==> src/rtl/psb_pkg.sv <==
package psb_pkg;

    typedef struct packed {
        logic live;
        logic owned;
        logic marked;
    } slot_t;

    function automatic logic same_line(input logic [63:0] a, input logic [63:0] b);
        return a == b;
    endfunction

endpackage

==> src/rtl/psb_slots.sv <==
module psb_slots
    import psb_pkg::*;
#(
    parameter int DEPTH  = 4,
    parameter int ADDR_W = 16,
    parameter int DATA_W = 32,
    localparam int PTR_W = $clog2(DEPTH),
    localparam int CNT_W = $clog2(DEPTH + 1)
) (
    input  logic              clk,
    input  logic              rst,
    input  logic              push,
    input  logic [ADDR_W-1:0] push_addr,
    input  logic [DATA_W-1:0] push_data,
    input  logic              push_owned,
    input  logic              pop,
    input  logic              mark_all,
    input  logic              ack_valid,
    input  logic [PTR_W-1:0]  ack_tag,
    output slot_t             flags  [DEPTH],
    output logic [ADDR_W-1:0] addr_q [DEPTH],
    output logic [DATA_W-1:0] data_q [DEPTH],
    output logic [PTR_W-1:0]  head,
    output logic [PTR_W-1:0]  tail,
    output logic [CNT_W-1:0]  count
);

    always_ff @(posedge clk) begin
        if (rst) begin
            for (int i = 0; i < DEPTH; i++) flags[i] <= '0;
            head  <= '0;
            tail  <= '0;
            count <= '0;
        end else begin
            for (int i = 0; i < DEPTH; i++) begin
                if (mark_all && flags[i].live) flags[i].marked <= 1'b1;
                if (ack_valid && ack_tag == PTR_W'(i) && flags[i].live) flags[i].owned <= 1'b1;
            end
            if (pop) flags[head] <= '0;
            if (push) begin
                flags[tail]  <= '{live: 1'b1, owned: push_owned, marked: 1'b0};
                addr_q[tail] <= push_addr;
                data_q[tail] <= push_data;
            end
            head  <= pop  ? head + 1'b1 : head;
            tail  <= push ? tail + 1'b1 : tail;
            count <= count + CNT_W'(push) - CNT_W'(pop);
        end
    end

    AST_NO_OVERFLOW: assert property (@(posedge clk) disable iff (rst)
        push |-> (count < CNT_W'(DEPTH)));

    AST_ACK_TAKES_HOLD: assert property (@(posedge clk) disable iff (rst)
        (ack_valid && flags[ack_tag].live && !(pop && head == ack_tag))
        |=> flags[$past(ack_tag)].owned);

endmodule

==> src/rtl/psb_lookup.sv <==
module psb_lookup
    import psb_pkg::*;
#(
    parameter int DEPTH  = 4,
    parameter int ADDR_W = 16,
    parameter int DATA_W = 32,
    parameter int LINE_W = 2,
    localparam int PTR_W = $clog2(DEPTH),
    localparam int TAG_W = ADDR_W - LINE_W
) (
    input  logic [DEPTH-1:0]  live,
    input  logic [ADDR_W-1:0] addr_q [DEPTH],
    input  logic [DATA_W-1:0] data_q [DEPTH],
    input  logic [PTR_W-1:0]  head,
    input  logic [ADDR_W-1:0] ld_addr,
    input  logic [TAG_W-1:0]  st_line,
    output logic              ld_hit,
    output logic [DATA_W-1:0] ld_data,
    output logic              line_hit
);

    logic [PTR_W-1:0] slot;

    always_comb begin
        ld_hit   = 1'b0;
        ld_data  = '0;
        line_hit = 1'b0;
        slot     = '0;
        // walk oldest to youngest so the last match wins
        for (int i = 0; i < DEPTH; i++) begin
            slot = head + PTR_W'(i);
            if (live[slot]) begin
                if (addr_q[slot] == ld_addr) begin
                    ld_hit  = 1'b1;
                    ld_data = data_q[slot];
                end
                if (same_line(64'(addr_q[slot][ADDR_W-1:LINE_W]), 64'(st_line)))
                    line_hit = 1'b1;
            end
        end
    end

endmodule

==> src/rtl/psb_top.sv <==
module psb_top
    import psb_pkg::*;
#(
    parameter int DEPTH  = 4,
    parameter int ADDR_W = 16,
    parameter int DATA_W = 32,
    parameter int LINE_W = 2,
    localparam int PTR_W = $clog2(DEPTH),
    localparam int CNT_W = $clog2(DEPTH + 1)
) (
    input  logic              clk,
    input  logic              rst,
    input  logic              st_valid,
    input  logic [ADDR_W-1:0] st_addr,
    input  logic [DATA_W-1:0] st_data,
    input  logic              st_line_owned,
    output logic              st_ready,
    input  logic [ADDR_W-1:0] ld_addr,
    output logic              ld_hit,
    output logic [DATA_W-1:0] ld_data,
    input  logic              fence,
    output logic              fence_busy,
    output logic              own_req_valid,
    output logic [ADDR_W-1:0] own_req_addr,
    output logic [PTR_W-1:0]  own_req_tag,
    input  logic              own_ack_valid,
    input  logic [PTR_W-1:0]  own_ack_tag,
    output logic              cw_valid,
    output logic [ADDR_W-1:0] cw_addr,
    output logic [DATA_W-1:0] cw_data
);

    slot_t             flags  [DEPTH];
    logic [ADDR_W-1:0] addr_q [DEPTH];
    logic [DATA_W-1:0] data_q [DEPTH];
    logic [PTR_W-1:0]  head, tail;
    logic [CNT_W-1:0]  count;
    logic [DEPTH-1:0]  live_vec, mark_vec;
    logic              line_hit, any_marked, full, drain, must_park, accept, push, direct;

    for (genvar g = 0; g < DEPTH; g++) begin : g_vec
        assign live_vec[g] = flags[g].live;
        assign mark_vec[g] = flags[g].live && flags[g].marked;
    end

    assign any_marked = |mark_vec;
    assign full       = (count == CNT_W'(DEPTH));
    assign drain      = flags[head].live && flags[head].owned;
    assign must_park  = !st_line_owned || any_marked || (fence && count != '0) || line_hit;
    assign st_ready   = must_park ? !full : !drain;
    assign accept     = st_valid && st_ready;
    assign push       = accept && must_park;
    assign direct     = accept && !must_park;

    assign own_req_valid = push && !st_line_owned;
    assign own_req_addr  = st_addr;
    assign own_req_tag   = tail;

    assign cw_valid = drain || direct;
    assign cw_addr  = drain ? addr_q[head] : st_addr;
    assign cw_data  = drain ? data_q[head] : st_data;

    assign fence_busy = any_marked;

    psb_slots #(.DEPTH(DEPTH), .ADDR_W(ADDR_W), .DATA_W(DATA_W)) u_slots (
        .clk        (clk),
        .rst        (rst),
        .push       (push),
        .push_addr  (st_addr),
        .push_data  (st_data),
        .push_owned (st_line_owned),
        .pop        (drain),
        .mark_all   (fence),
        .ack_valid  (own_ack_valid),
        .ack_tag    (own_ack_tag),
        .flags      (flags),
        .addr_q     (addr_q),
        .data_q     (data_q),
        .head       (head),
        .tail       (tail),
        .count      (count)
    );

    psb_lookup #(.DEPTH(DEPTH), .ADDR_W(ADDR_W), .DATA_W(DATA_W), .LINE_W(LINE_W)) u_lookup (
        .live     (live_vec),
        .addr_q   (addr_q),
        .data_q   (data_q),
        .head     (head),
        .ld_addr  (ld_addr),
        .st_line  (st_addr[ADDR_W-1:LINE_W]),
        .ld_hit   (ld_hit),
        .ld_data  (ld_data),
        .line_hit (line_hit)
    );

    AST_BUSY_AFTER_FENCE: assert property (@(posedge clk) disable iff (rst)
        (fence && (count > CNT_W'(1) || (count == CNT_W'(1) && !drain))) |=> fence_busy);

    AST_REQ_SLOT_FREE: assert property (@(posedge clk) disable iff (rst)
        own_req_valid |-> !flags[tail].live);

    AST_PARKED_BEHIND_FENCE: assert property (@(posedge clk) disable iff (rst)
        (fence_busy && st_valid && st_ready) |=> (count != '0));

    AST_ONE_WRITE_PORT: assert property (@(posedge clk) disable iff (rst)
        drain |-> !direct);

endmodule

==> config.mk <==
export PLATFORM = sky130hd
export DESIGN_NAME = psb_top
export DESIGN_NICKNAME = d
export VERILOG_FILES = /design/src/rtl/psb_pkg.sv /design/src/rtl/psb_slots.sv /design/src/rtl/psb_lookup.sv /design/src/rtl/psb_top.sv
export SDC_FILE = /design/constraint.sdc
export NUM_CORES = 1
export LEC_CHECK = 0
export BUFFER_PORTS_ARGS = -buffer_cell sky130_fd_sc_hd__buf_2
export CORE_MARGIN = 2
export CORE_UTILIZATION = 60
export DETAILED_ROUTE_END_ITERATION = 8
export PLACE_DENSITY = 0.82
export SETUP_SLACK_MARGIN = 0.2
export SLEW_MARGIN = 10
export SYNTH_ARGS = -nofsm -noshare
export SYNTH_HDL_FRONTEND = slang
export SYNTH_SLANG_ARGS = --single-unit
==> constraint.sdc <==
create_clock -name clk -period 8.6 [get_ports clk]
set_input_delay 0.43 -clock clk [delete_from_list [all_inputs] [get_ports clk]]
set_output_delay 0.43 -clock clk [all_outputs]
set_load 0.05 [all_outputs]
======== After elaboration in Yosys (flattened, before gate mapping) ========
Index checks and enable logic that the tools add are counted.
word-level totals
  bits in registers ....................... 211
  input bits .............................. 72
  output and inout bits ................... 103
  word-level logic and storage cells ...... 188
operators by class
  add/sub/neg operators ................... 6
  $lt $le $gt $ge ......................... 11
  equality and inequality tests ........... 12
  mux-type cells .......................... 92
  bitwise logic cells ..................... 8
  reductions and logical operators ........ 36
operators with widths
  kind                count
  $mux 32             18
  $bmux 32 s2         4
  $mux 16             10
  $bmux 16 s2         4
  $bwmux 128          1
  $bwmux 64           1
  $demux 32 s2        1
  $eq 16x16->1        4
  $eq 14x14->1        4
  $mux 1              37
  $mux 12             3
  $demux 16 s2        1
  $logic_and 1x1->1   24
  $ge 3x3->1 const B  5
  $not 2->3           5
  $and 12x12->12      1
  $bwmux 12           1
  $demux 3 s2         2
  $lt 2x3->1 const B  4
  $mux 3              4
  $not 12->12         1
  $bmux 1 s2          4
  $bmux 3 s2          1
  $lt 3x1->1 const B  2
  14 further kinds    23

======== Depth between registers and ports, before layout ========
Gate-level depths: netlist (run 1).
  depth after elaboration ................. 19
  mapped depth ............................ 27
  depth with buffers taken out ............ 15

======== By module ========
A second synthesis (run 1) with hierarchy kept.
second synthesis, totals
  cells, all modules ...................... 1368
  area total of the unflattened synthesis .. 17047.6 um2
modules (own cells, without submodules)
  module      times used  cells each  area each (um2)
  psb_lookup  1           935         8120.3
  psb_slots   1           285         6685.2
  psb_top     1           148         2242.2

======== Worst setup path after synthesis (run 1) ========
No wires, ideal clock.
  path kind ............................... flip-flop to flip-flop
  start point ............................. reg u_slots.head[0]
  end point ............................... reg u_slots.addr_q[0] (netlist name) (enable)
  setup time .............................. 411 ps
  data arrival time ....................... 5632 ps
  data required time ...................... 8189 ps
  slack ................................... 2557 ps
  stages on the path, launching flop included .. 22
  path buffers ............................ 12
  period minus slack after synthesis ...... 6043 ps
  cell sequence ........................... dfxtp_1 -> buf_6 -> buf_8 -> buf_12 -> buf_12 -> buf_12 -> buf_8 -> buf_2 -> buf_1 -> inv_1 -> ha_1 -> buf_2 -> buf_4 -> buf_2 -> mux2_2 -> xnor2_1 -> nor4_1 -> a22oi_1 -> nand2_1 -> and2_1 -> clkbuf_1 -> and3_1
RTL lines
  item                                        RTL line          RTL
  from (decl)                                 psb_slots.sv:23   output logic [PTR_W-1:0] head,
  from (signal assigned)                      psb_slots.sv:45   head <= pop ? head + 1'b1 : head;
  $add 2x2->2 (*)                             psb_lookup.sv:31  slot = head + PTR_W'(i);
  named net u_lookup.slot[0]                  psb_lookup.sv:22  logic [PTR_W-1:0] slot;
  $not 2->3 (implied by the code)             psb_lookup.sv:37  if (same_line(64'(addr_q[slot][ADDR_W-1:LINE_W]), 64'(st_line)))
  $bmux 16 s2                                 psb_lookup.sv:37
  $mux 16 (implied by the code) (2 in a row)  psb_lookup.sv:37
  $eq 14x14->1                                psb_pkg.sv:10     return a == b;
  $mux 1                                      psb_lookup.sv:37
  $mux 1 (*)                                  psb_lookup.sv:32  if (live[slot]) begin
  $logic_or 1x1->1 (*)                        psb_top.sv:49     assign must_park = !st_line_owned || any_marked || (fence && count != '0) || line_hit;
  $mux 1                                      psb_top.sv:50     assign st_ready = must_park ? !full : !drain;
  $logic_and 1x1->1                           psb_top.sv:51     assign accept = st_valid && st_ready;
  $logic_and 1x1->1 (*)                       psb_top.sv:52     assign push = accept && must_park;
  $reduce_and 2->1 (no line) (*)              --
  to (signal, indexed assignment)             psb_slots.sv:42   addr_q[tail] <= push_addr;
  to (decl)                                   psb_slots.sv:21   output logic [ADDR_W-1:0] addr_q [DEPTH],
Mark *: on every way through the listed nets, which the timed path passes. The rest lies on a longest branch. The select of a mux whose other input is x is not followed.
A chain may end at the register's enable or synchronous reset.

======== Worst setup path after layout (run 1) ========
  start point ............................. reg u_slots.head[0]
  end point ............................... out ld_data[31]
RTL lines
  item                                        RTL line                            RTL
  $add 2x2->2 (*)                             psb_lookup.sv:31
  named net u_lookup.slot[0]                  psb_lookup.sv:22
  $not 2->3 (implied by the code)             psb_lookup.sv:33, psb_lookup.sv:35
  $bmux 16 s2                                 psb_lookup.sv:33                    if (addr_q[slot] == ld_addr) begin
  $mux 16 (implied by the code) (2 in a row)  psb_lookup.sv:33
  $eq 16x16->1                                psb_lookup.sv:33
  $mux 32                                     psb_lookup.sv:33
  $mux 32 (*)                                 psb_lookup.sv:32
  to (decl)                                   psb_top.sv:20                       output logic [DATA_W-1:0] ld_data,
Marks and branches as above.

==> results of run 1 <==
## where the power goes
part | internal (uW) | switching [uW]
clock | 663 | 429
combinational | 216 | 390
sequential | 1170 | 40.4
total | 2050 | 860
## worst min-delay path by stage
| stage | from | end | slack [ns] | cells past startpoint |
|---|---|---|---|---|
| after detailed placement | u_slots.flags[9] | u_slots.flags[9] | 0.51 | 2 |
| after global placement | u_slots.flags[3] | u_slots.flags[3] | 0.50 | 2 |
| after global routing | st_data[27] | u_slots.data_q[27] | 0.11 | 1 |
| after CTS | st_data[27] | u_slots.data_q[91] | 0.12 | 1 |
| after floorplan | u_slots.flags[9] | u_slots.flags[9] | 0.49 | 2 |
| final | st_data[28] | u_slots.data_q[28] | 0.13 | 1 |
## cell type report
cell class | instances | share of cell area
inverters | 20 | 0.00465
well taps | 324 | 0.0251
clock buffers | 27 | 0.0379
repair buffers | 183 | 0.0589
flip-flops and latches | 211 | 0.381
clock inverters | 15 | 0.0133
multi-input cells | 905 | 0.479
## logic make-up (layout without fill, tap and decap cells)
| group | Yosys count | count (layout) | share of synthesized area |
|---|---|---|---|
| AO/OA/AOI/OAI | 275 | 275 | 0.137 |
| adder cells (fa/ha/maj) | 11 | 11 | 0.00995 |
| AND/OR/NAND/NOR | 261 | 261 | 0.0833 |
| buffers and inverters | 148 | 245 | 0.0514 |
| XOR/XNOR | 112 | 112 | 0.0672 |
| flip-flops | 211 | 211 | 0.421 |
| multiplexers | 246 | 246 | 0.229 |
## critical path, cell delays in order (launching register included)
cell and delay, ns:
dfxtp_4 0.92, inv_1 0.27, ha_4 0.98, mux4_2 0.65, xnor2_1 0.25, nand4_1 0.18
nor3_2 0.26, nand4b_4 0.79, nand2b_4 0.93, o221ai_1 0.23, o221a_2 0.20, buf_2 0.21
## per-layer routing
| metal | global-route usage | part of all wire | up-vias |
|---|---|---|---|
| li1 | - | - | 4986 |
| met1 | 0.394 | 0.40 | 5372 |
| met2 | 0.471 | 0.47 | 622 |
| met3 | 0.0496 | 0.090 | 115 |
| met4 | 0.124 | 0.036 | 0 |
| met5 | 0 | 0 | - |
## registers in the layout, summed over array words and instances, names as in the netlist
register        cells
u_slots.data_q    128
u_slots.addr_q     64
u_slots.flags      12
u_slots.count       3
u_slots.head        2
u_slots.tail        2
## through the flow
step | total power [uW] | setup slack [ns] | instances | utilization
detailed placement | 1830 | 2.27 | 1643 | 0.635
finish | 2910 | 1.67 | 1685 | 0.669
floorplan | 1690 | 2.56 | 1264 | -
global route | 3010 | 1.34 | 1685 | 0.669
CTS | 2910 | 1.74 | 1685 | 0.669
global placement | 1820 | 2.46 | 1643 | 0.635
## layout by cell type, fill, tap and decap left out, types with 14 or more instances in the layout
| cell type | n |
|---|---|
| xnor2_1 | 98 |
| edfxtp_1 | 192 |
| nand4_1 | 22 |
| dfxtp_1 | 17 |
| nand2_1 | 72 |
| nor2_1 | 105 |
| o221ai_2 | 30 |
| clkbuf_16 | 24 |
| xor2_1 | 14 |
| mux2i_1 | 97 |
| o21ai_0 | 66 |
| inv_1 | 19 |
| nand3_1 | 14 |
| mux2_2 | 87 |
| a21oi_1 | 107 |
| o221a_2 | 31 |
| buf_2 | 174 |
| mux4_2 | 62 |
==> impl_metrics.ini, run 1 <==
[status]
status = complete, no violations

[setup_path]
r2r_cells = 12
crit_arrival_ns = 6.50
startpoint_type = register
critPathKind = reg2out
startpoint = u_slots.head[0]
cp_data_required_time_ns = 8.17
r2r_end = u_slots.data_q[45]
crit_path_end_kind = output pin
cp-endpoint = ld_data[31]
r2r_slack_ns = 2.26
crit_path_max_fanout = 79
reg2reg_from = u_slots.head[0]

[final_layout]
diodes = 0
drive_above_1_share = 0.326
fillers = 1823
layout.nets = 1427
area_growth_pct = 10.6
ff_latch_area_sq_um = 6150
stdcell_area_sq_um = 16100
multi_input_area_sq_um = 7720

[routing]
avgViaCountPerCell = 6.58
drt-wirelength-per-cell_um = 22.3
firstDrtPassIters = 7
drcViolationCount = 0
antenna_left = 0
drt_iter0_drc = 1109
wl_mm = 37.6
vias = 11100

[power]
irDropWorstVdd_v = 0.000165
leakage_uw = 0.00551
power.density_nw_per_um2 = 181

[logic_synthesis]
syn_area_per_cell_sq_um = 11.5
yosysTopAreaCellShare = 0.395
synthCells = 1264
yosysWarnings = 0
yosys_most_used_dff = edfxtp_1
synthTopCellsByArea = edfxtp_1, mux4_2, mux2_2
synth.most_common_cell = edfxtp_1
synth_top_area_cell = edfxtp_1
yosys-top-cells-count = edfxtp_1, a21oi_1, nor2_1
ys_async_sr_fraction = 0
synth_edf_count = 192
yosys.cell_types.count = 56
syn_area_sq_um = 14600
yosysSeqAreaShare = 0.421
ys_ff_latch = 211
synth_nets = 1347

[clock_network]
insertion_delay_ns = 0.54
cts_tree = built
root_buffer = clkbuf_16
cts_hold_buffers = 0
cts_buffers = 23
cts.sinks = 211
cts_resized = 0
cts_setup_buffers = 0
h-tree-depth = 1
cts_buffer_depth = 3
cts.clk_slew.worst_paths_ns = 0.06

[floorplan]
fp.dieH_um = 160
core_region_area_sq_um = 24100
die_w_um = 160
pin_count = 175
fp.dieArea_sq_um = 25600
core.rowCount = 57
start_util = 0.605

[global_route]
grt_max_degree = 171
grt_overflow_total = 0
track_usage = 0.292
grt_pass1_vias = 10900
grt_pass1_wl_mm = 59.3
antenna_found_initial = 0

[sta]
fmax_ghz = 0.144
hold_slack_ns = 0.126
min_period_over_period = 0.806
worst_pin_slew_ns = 1.09
slew_viol_final = 0
setup_violations = 0
period_minus_slack_ns = 6.93
fin_skew_ns = 0.0113
rsz0062_at_grt = false
slew_headroom = 0.272
finalHoldViolCount = 0
setup_tns_ns = 0

[placement]
dp_hpwl_mm = 24.0
placed_area_sq_um = 15300
portBuffers = 174
gp_congestion = 0.949

[flow_run]
drv_cap = 0

[worst_hold_path]
min_path_type = in2reg
Power figures use the tool's default switching activity.
==> run 2, diff against run 1 <==
CORE_UTILIZATION = 54   (was 60)
PLACE_DENSITY = 0.78   (was 0.82)
clock period = 5.9 ns   (was 8.6 ns; I/O delays follow)
==> run 2 against run 1 <==
  * Sequential power increased by 45%
  * Wire length increased by 1.1%
  * Critical path depth decreased by 1
  * Power increased by 40%
  * Clock-buffer cell count unchanged
  * Sequential share of layout area decreased by 0.40 points
  * Critical endpoint is now ld_data[28]
  * Largest cell class unchanged
  * Largest power group unchanged
==> impl_metrics.ini, run 2 (same netlist as run 1, synthesis figures left out) <==
[global_route]
grt_max_degree = 94
antenna_found_initial = 0
grt_pass1_vias = 10500
track_usage = 0.266
grt_overflow_total = 0
grt_pass1_wl_mm = 59.1

[final_layout]
area_growth_pct = 11.8
layout.nets = 1451
largest_reg_flops = 128
layout_commonest_cell = edfxtp_1
regMostFlops = u_slots.data_q
drive_above_1_share = 0.328
largestRegisters = u_slots.data_q (128), u_slots.addr_q (64), u_slots.flags (12)
multi_input_area_sq_um = 7710
fillers = 2063
ff_latch_area_sq_um = 6150
stdcell_area_sq_um = 16300
most-common-layout-cells = edfxtp_1, buf_2, a21oi_1

[clock_network]
cts_setup_buffers = 0
cts_hold_buffers = 14
root_buffer = clkbuf_16
insertion_delay_ns = 0.54
cts.clk_slew.worst_paths_ns = 0.06
cts.sinks = 211
cts_tree = built
h-tree-depth = 1
cts_buffer_depth = 3
cts_resized = 0
cts_buffers = 23

[routing]
vias = 10900
antenna_left = 0
wl_mm = 38.0
firstDrtPassIters = 6
drcViolationCount = 0
drt_iter0_drc = 1082
drt-wirelength-per-cell_um = 22.0
avgViaCountPerCell = 6.34

[sta]
period_minus_slack_ns = 5.42
slew_headroom = 0.272
setup_violations = 0
setup_tns_ns = 0
worst_pin_slew_ns = 1.09
finalHoldViolCount = 0
min_period_over_period = 0.919
fin_skew_ns = 0.0183
slew_viol_final = 0
rsz0062_at_grt = false
fmax_ghz = 0.184

[setup_path]
cp_data_required_time_ns = 5.61
crit_arrival_ns = 5.13
crit_path_end_kind = output pin
critPathKind = reg2out
r2r_slack_ns = 0.65
crit_path_max_fanout = 43
startpoint_type = register

[placement]
dp_hpwl_mm = 25.3
gp_congestion = 0.963
placed_area_sq_um = 15400
portBuffers = 174

[status]
status = complete, no violations

[floorplan]
pin_count = 175
fp.dieH_um = 168
die_w_um = 168
fp.dieArea_sq_um = 28300
core_region_area_sq_um = 26700
start_util = 0.546
core.rowCount = 60

[power]
irDropWorstVdd_v = 0.000186
power.density_nw_per_um2 = 251
leakage_uw = 0.00557
p_total_uw = 4090

[flow_run]
drv_cap = 0

[worst_hold_path]
min_path_type = in2reg
==> run 2: cell types whose count changed in the layout (fill, tap and decap cells not counted), sizes merged <==
cell,previous run,this run
clkinv,9,6
diode,0,1
bufinv,5,2
buf,183,193
dlygate4sd3,0,14
inv,21,22
clkinvlp,0,4
==> run 2: worst max-delay path, cell delays in order, from the launching register on <==
cell,delay (ns)
dfxtp_4,0.57
inv_1,0.19
ha_4,0.72
mux4_2,0.45
xor2_1,0.18
nor4_1,0.40
nand4_2,0.59
and2_2,0.78
o221ai_2,0.19
o221a_2,0.23
buf_2,0.26
==> run 2: worst paths after layout <==
kind,from,to,depth (start not counted)
worst min-delay path,st_data[9],u_slots.data_q[105],1
worst max-delay path,u_slots.head[0],ld_data[28],10
worst min register to register,u_slots.flags[6],u_slots.flags[6],2
worst max register to register,u_slots.head[0],u_slots.data_q[85],11
==> run 2: area by class of cell <==
class	count	share of cell area
Antenna cell	1	0.000154
Clock inverter	14	0.00913
Inverter	20	0.00461
Tap cell	341	0.0262
Timing Repair Buffer	207	0.0731
Clock buffer	27	0.0362
Sequential cell	211	0.377
Multi-Input combinational cell	905	0.473
==> run 2: layer usage <==
layer,track usage,routed length (um)
met5,0,0
met4,0.0922,1120
met3,0.0346,2870
met2,0.430,17900
met1,0.372,16200
==> run 2: power breakdown <==
part	total (uW)	internal [uW]	switching, uW	leakage, uW
logic	905	326	579	0.00333
registers	1760	1710	52.0	0.00189
clock network	1420	813	606	0.000353
total	4090	2850	1240	0.00557
==> run 2: metrics by stage <==
stage,std cells,hold WS (ns),setup WS (ns),util
floorplan,1264,0.394,0.207,-
global placement,1670,0.500,0.930,0.577
detailed placement,1670,0.499,0.812,0.577
CTS,1725,0.000126,0.497,0.610
global route,1725,0.00753,0.208,0.610
finish,1726,0.0104,0.476,0.610
